===== src/rtl/scan_cap_timer.sv =====
module scan_cap_timer #(
  parameter int SM        = 4,
  parameter int WB        = 6,
  parameter int CHAIN_LEN = 3,
  parameter int PAT_W     = 8
) (
  input  logic             clk,
  input  logic             rst_n,
  input  logic             buf_empty,
  input  logic [PAT_W-1:0] pattern_goal,
  output logic             shift_en,
  output logic             refill_stb,
  output logic             scan_stb,
  output logic             capture_stb,
  output logic             test_done
);
  localparam int SHW = (SM > 1) ? $clog2(SM) : 1;
  localparam int DRW = (WB > 1) ? $clog2(WB) : 1;
  localparam int SCW = (CHAIN_LEN > 1) ? $clog2(CHAIN_LEN) : 1;
  localparam logic [SHW-1:0] SH_LAST = SHW'(SM - 1);
  localparam logic [DRW-1:0] DR_LAST = DRW'(WB - 1);
  localparam logic [SCW-1:0] SC_LAST = SCW'(CHAIN_LEN - 1);

  logic [SHW-1:0]   sh_cnt;
  logic [DRW-1:0]   dr_cnt;
  logic [SCW-1:0]   sc_cnt;
  logic [PAT_W-1:0] pat_cnt;
  logic             cap_pend;
  logic             finished;
  logic             done_q;
  logic             last_cap;

  assign shift_en    = !buf_empty && !cap_pend && !finished;
  assign scan_stb    = shift_en && (sh_cnt == SH_LAST);
  assign refill_stb  = shift_en && (dr_cnt == DR_LAST);
  assign capture_stb = cap_pend && !buf_empty;
  assign last_cap    = capture_stb && (pat_cnt == PAT_W'(pattern_goal - 1'b1));
  assign test_done   = done_q;

  always_ff @(posedge clk or negedge rst_n) begin
    if (!rst_n) begin
      sh_cnt   <= '0;
      dr_cnt   <= '0;
      sc_cnt   <= '0;
      pat_cnt  <= '0;
      cap_pend <= 1'b0;
      finished <= 1'b0;
      done_q   <= 1'b0;
    end else begin
      done_q <= last_cap;
      if (shift_en) begin
        sh_cnt <= scan_stb   ? '0 : sh_cnt + 1'b1;
        dr_cnt <= refill_stb ? '0 : dr_cnt + 1'b1;
        if (scan_stb) begin
          if (sc_cnt == SC_LAST) begin
            sc_cnt   <= '0;
            cap_pend <= 1'b1;
          end else begin
            sc_cnt <= sc_cnt + 1'b1;
          end
        end
      end
      if (capture_stb) begin
        cap_pend <= 1'b0;
        pat_cnt  <= pat_cnt + 1'b1;
        if (last_cap) finished <= 1'b1;
      end
    end
  end
endmodule


===== config.mk =====
export PLATFORM = sky130hd
export DESIGN_NAME = scan_cap_timer
export DESIGN_NICKNAME = d
export VERILOG_FILES = /design/src/rtl/scan_cap_timer.sv
export SDC_FILE = /design/constraint.sdc
export NUM_CORES = 1
export LEC_CHECK = 0
export ABC_AREA = 0
export BUFFER_PORTS_ARGS = -buffer_cell sky130_fd_sc_hd__buf_4
export CORE_MARGIN = 4
export CORE_UTILIZATION = 50
export CTS_CLUSTER_DIAMETER = 50
export DETAILED_ROUTE_END_ITERATION = 12
export PLACE_DENSITY = 0.79
export SLEW_MARGIN = 40
export SYNTH_ARGS = -nofsm -noshare
export SYNTH_HDL_FRONTEND = slang
export SYNTH_SLANG_ARGS = --single-unit
export TNS_END_PERCENT = 30

===== constraint.sdc =====
create_clock -name clk -period 1.8 [get_ports clk]
set_input_delay 0.36 -clock clk [delete_from_list [all_inputs] [get_ports clk]]
set_output_delay 0.36 -clock clk [all_outputs]
set_load 0.005 [all_outputs]

---- After elaboration in Yosys (flattened, before gate mapping) ----
Cells that the tools add are included.
word-level totals
  flip-flop bits (word level) ............. 18
  word-level logic and storage cells ...... 38
operators by class
  $add $sub $neg .......................... 5
  eq/ne operators ......................... 4
  mux-type cells .......................... 7
  reductions and logical operators ........ 15
operators with widths
  cell                 count
  $add 8x1->8 const B  1
  $eq 8x8->1           1
  $sub 8x1->8 const B  1
  $logic_and 1x1->1    6
  $reduce_bool 2->1    3
  $add 2x1->2 const B  2
  $eq 2x2->1 const B   2
  $mux 1               4
  $mux 2               2
  $reduce_and 2->1     2
  $add 3x1->3 const B  1
  $eq 3x3->1 const B   1
  $logic_not 1->1      3
  $mux 3               1
  $reduce_and 3->1     1

---- Depth between registers and ports, before layout ----
  depth after elaboration ................. 7
  gate-level depth with buffers ........... 7
  gate-level depth less buffers ........... 7

---- Least setup slack after synthesis ----
OpenSTA, ideal clock, no wires.
  kind .................................... input port to flip-flop
  start ................................... input port pattern_goal[0]
  end ..................................... register finished
  buffers on the path ..................... 0
  arrival time ............................ 1393 ps
  slack ................................... 283 ps
  library setup time ...................... 124 ps
  stages .................................. 7
  path through ............................ inv_1 > ha_1 > xnor2_1 > and4b_1 > a41oi_1 > a211oi_2 > or2_1
on the way
  word-level cells in the longest chain between the ends .. 4
ends and longest elaborated chain
  what                               line  RTL
  from (decl)                        10    input logic [PAT_W-1:0] pattern_goal,
  $sub 8x1->8                        37    assign last_cap = capture_stb && (pat_cnt == PAT_W'(pattern_goal - 1'b1));
  $eq 8x8->1                         37
  $logic_and 1x1->1                  37
  named net last_cap                 31    logic last_cap;
  $reduce_and 2->1 (no source line)  --
  to (signal assigned)               47    finished <= 1'b0;
  to (signal assigned)               66    if (last_cap) finished <= 1'b1;
  to (decl)                          29    logic finished;
The timed path passes the listed nets, and every way through them passes these cells.
A chain may end at the register's enable or synchronous reset.

---- Final worst setup path ----
  start ................................... register cap_pend
  end ..................................... output port refill_stb
on the way
  word-level cells in the longest chain between the ends .. 4
ends and longest elaborated chain
  what                            line  RTL
  from (decl)                     28    logic cap_pend;
  from (signal assigned)          46    cap_pend <= 1'b0;
  from (signal assigned)          57    cap_pend <= 1'b1;
  from (signal assigned)          64    cap_pend <= 1'b0;
  $logic_not 1->1                 33    assign shift_en = !buf_empty && !cap_pend && !finished;
  $logic_and 1x1->1 (2 in a row)  33
  $logic_and 1x1->1               35    assign refill_stb = shift_en && (dr_cnt == DR_LAST);
  to (decl)                       12    output logic refill_stb,
Every way passes these cells.

==> key figures <==
Status
  – Result of the run: complete, no violations

Die
  – Die Area: 2930 um^2
  – Core area: 1980 um^2
  – Initial Utilization: 0.536
  – I/O pin count: 16
  – Die width: 54.1 um
  – Std-Cell Rows: 16
  – Die H: 54.1 um

GRT
  – Gr usage total: 0.153
  – Initial antenna violation count: 0
  – First-pass GRT wire length: 3230 um
  – Grt total ovfl: 0
  – Vias in the first global route: 794
  – Pin count of the biggest net entering global routing: 19

Route
  – Detailed Routing Iterations Pass 1: 4
  – Total Wirelength: 2040 um
  – Initial drt markers: 15
  – Metal2 WL: 1070 um
  – Drt via density: 5.25
  – Met1 WL: 897 um
  – Final ANT Viol Nets: 0
  – Drt drc: 0
  – Avg WL per Cell: 12.9 um
  – Vias after detailed routing: 834
  – Top sig layer: met4
  – Met3 routed WL: 65 um

STA
  – Least-Margin Pin Slew: 0.314 ns
  – RSZ-0062 raised after global routing: no
  – F_max: 583 MHz
  – Max-slew headroom: 0.790
  – Final-report setup violation count: 0
  – TNS Setup: 0 ns
  – Final WS setup: 0.0844 ns
  – Final hold vios: 0
  – Min Tclk post-route: 1.72 ns
  – Final Max Tran Viols: 0
  – Period utilization: 0.953
  – Clock skew: 0.00557 ns

Yosys
  – Syn Nets: 124
  – Area leader, netlist: dfrtp_1
  – FF+latch count, synth: 18
  – Mapped Cells: 108
  – Number of synthesized flops with an enable pin: 0
  – Area contributors post-synth: dfrtp_1, xnor2_1, ha_1
  – Synth Flop Type: dfrtp_1
  – Yosys top cell area share: 0.424
  – Top cells by count, synth: dfrtp_1, nand2_1, xnor2_1, xor2_1
  – Synthesized area per cell: 9.84 um^2
  – Async S/R FF share, synth: 1.00
  – Sequential element share of the synthesized area: 0.424
  – Most common cell in the netlist: dfrtp_1
  – Synth Cell Area: 1060 um^2
  – Netlist cell types: 31
  – Warnings, synthesis: 0

Power and ir drop
  – Peak supply drop: 783 uV
  – Pwr Density: 1050 nW/um^2
  – Final Power: 1.37 mW
  – Leakage: 0.646 nW

Place
  – Port buffer count: 15
  – Place WS: 0.0177 ns
  – DP HPWL: 1560 um
  – Inst Count DP: 150
  – GP Congestion: 0.806

Clock network
  – CTS tree: done
  – Root buffer cell: clkbuf_4
  – Htree depth: 1
  – TritonCTS Buffers: 3
  – Clock transition at path regs: 0.10 ns
  – Sink Count: 18
  – Clock latency at the later pin of the worst-skew pair: 0.29 ns
  – Clock buffer depth: 2

Critical path
  – FF-to-FF Start: pat_cnt[7]$_DFFE_PN0P_
  – CP max FO: 8
  – Worst Path Required: 1.44 ns
  – Crit Path Class: reg2out
  – Reg-to-reg endpoint: finished$_DFFE_PN0P_
  – Worst Path Arrival: 1.36 ns
  – Reg2Reg Setup Slack: 0.27 ns
  – Startpoint types: flop
  – Setup crit end kind: output port
  – Worst Reg-to-Reg Cells: 5

Hold path
  – Hold_sp: buf_empty
  – Hold EP: cap_pend$_DFFE_PN0P_
  – Hold Path Class: in2reg
  – WHS Path Cells: 3

Flow run
  – Max Cap Viol: 0

Finish
  – Fin nets: 149
  – Post-route insts no fill: 159
  – Area Overhead vs Synth: 22.7%
  – # diodes: 0
  – Layout cell share with drive strength beyond 1: 0.258
==> critical path, cell delays in order, from the launching register on <==
cell,delay [ns]
dfrtp_1,0.42
nor3_2,0.17
buf_4,0.18
and3_4,0.19
buf_4,0.10
==> where the power goes <==
part | switching (mW) | internal, mW | leakage [nW]
sequential | 0.123 | 0.525 | 0.233
clock | 0.126 | 0.123 | 0.0210
combinational | 0.211 | 0.264 | 0.392
total | 0.459 | 0.912 | 0.646
==> logic make-up (layout without fill, tap and decap cells) <==
logic type      count (synthesis)  count (layout)  synth area share
flops                          18              18             0.424
xor+xnor                       15              15             0.124
fa+ha+maj                       5               5            0.0589
buf+inv                         9              33            0.0342
simple gates                   39              39             0.203
compound gates                 19              19             0.125
mux                             3               3            0.0318
==> area by class of cell <==
| class | instances | area, um^2 |
|---|---|---|
| fill | 163 | 678 |
| multi-input combinational | 81 | 586 |
| sequential | 18 | 450 |
| timing repair buffer | 23 | 175 |
| clock buffer | 4 | 36.3 |
| tap | 27 | 33.8 |
| inverter | 6 | 22.5 |
==> sequential cells by signal, indices dropped and copies added, names as in the netlist <==
signal,count
dr_cnt,3
cap_pend,1
sh_cnt,2
pat_cnt,8
sc_cnt,2
finished,1
test_done,1
==> cells in the final DEF, fill, tap and decap left out, types with 4 or more instances in the layout <==
| cell type | synthesis | layout |
|---|---|---|
| xnor2_1 | 8 | 8 |
| and3_1 | 5 | 4 |
| inv_1 | 6 | 6 |
| nand2_1 | 10 | 10 |
| buf_4 | 0 | 22 |
| nor2_1 | 6 | 6 |
| dfrtp_1 | 18 | 18 |
| xor2_1 | 7 | 7 |
| nand2b_1 | 4 | 4 |
| a21oi_1 | 4 | 4 |
| ha_1 | 5 | 5 |
| nor3_1 | 5 | 4 |
==> repair_timing <==
action                                  CTS  global route
endpoints found under the setup margin    0             2
endpoints found under the hold margin    18             0
gates resized for setup                   0             2
buffers inserted                          0             4
hold buffers                              1             0
==> how the worst max path moves through the flow <==
stage	endpoint	startpoint	slack, ns
floorplan	finished$_DFFE_PN0P_	pattern_goal[0]	0.28
global placement	finished$_DFFE_PN0P_	pattern_goal[0]	0.10
detailed placement	finished$_DFFE_PN0P_	pattern_goal[0]	0.02
CTS	refill_stb	cap_pend$_DFFE_PN0P_	0.03
global route	refill_stb	cap_pend$_DFFE_PN0P_	0.002
finish	refill_stb	cap_pend$_DFFE_PN0P_	0.08
==> per-layer routing <==
layer,vias up,track usage
li1,421,-
met1,402,0.192
met2,9,0.264
met3,2,0.0277
met4,0,0.0498
met5,-,0
==> stage by stage <==
step           cell area [um^2]  utilization  hold slack [ns]
2_1_floorplan              1060            -           0.0644
3_3_place_gp               1220        0.614            0.236
3_5_place_dp               1220        0.614            0.239
4_1_cts                    1260        0.638            0.378
5_1_grt                    1300        0.658            0.390
6_report                   1300        0.658            0.393
Power figures use the tool's default switching activity.
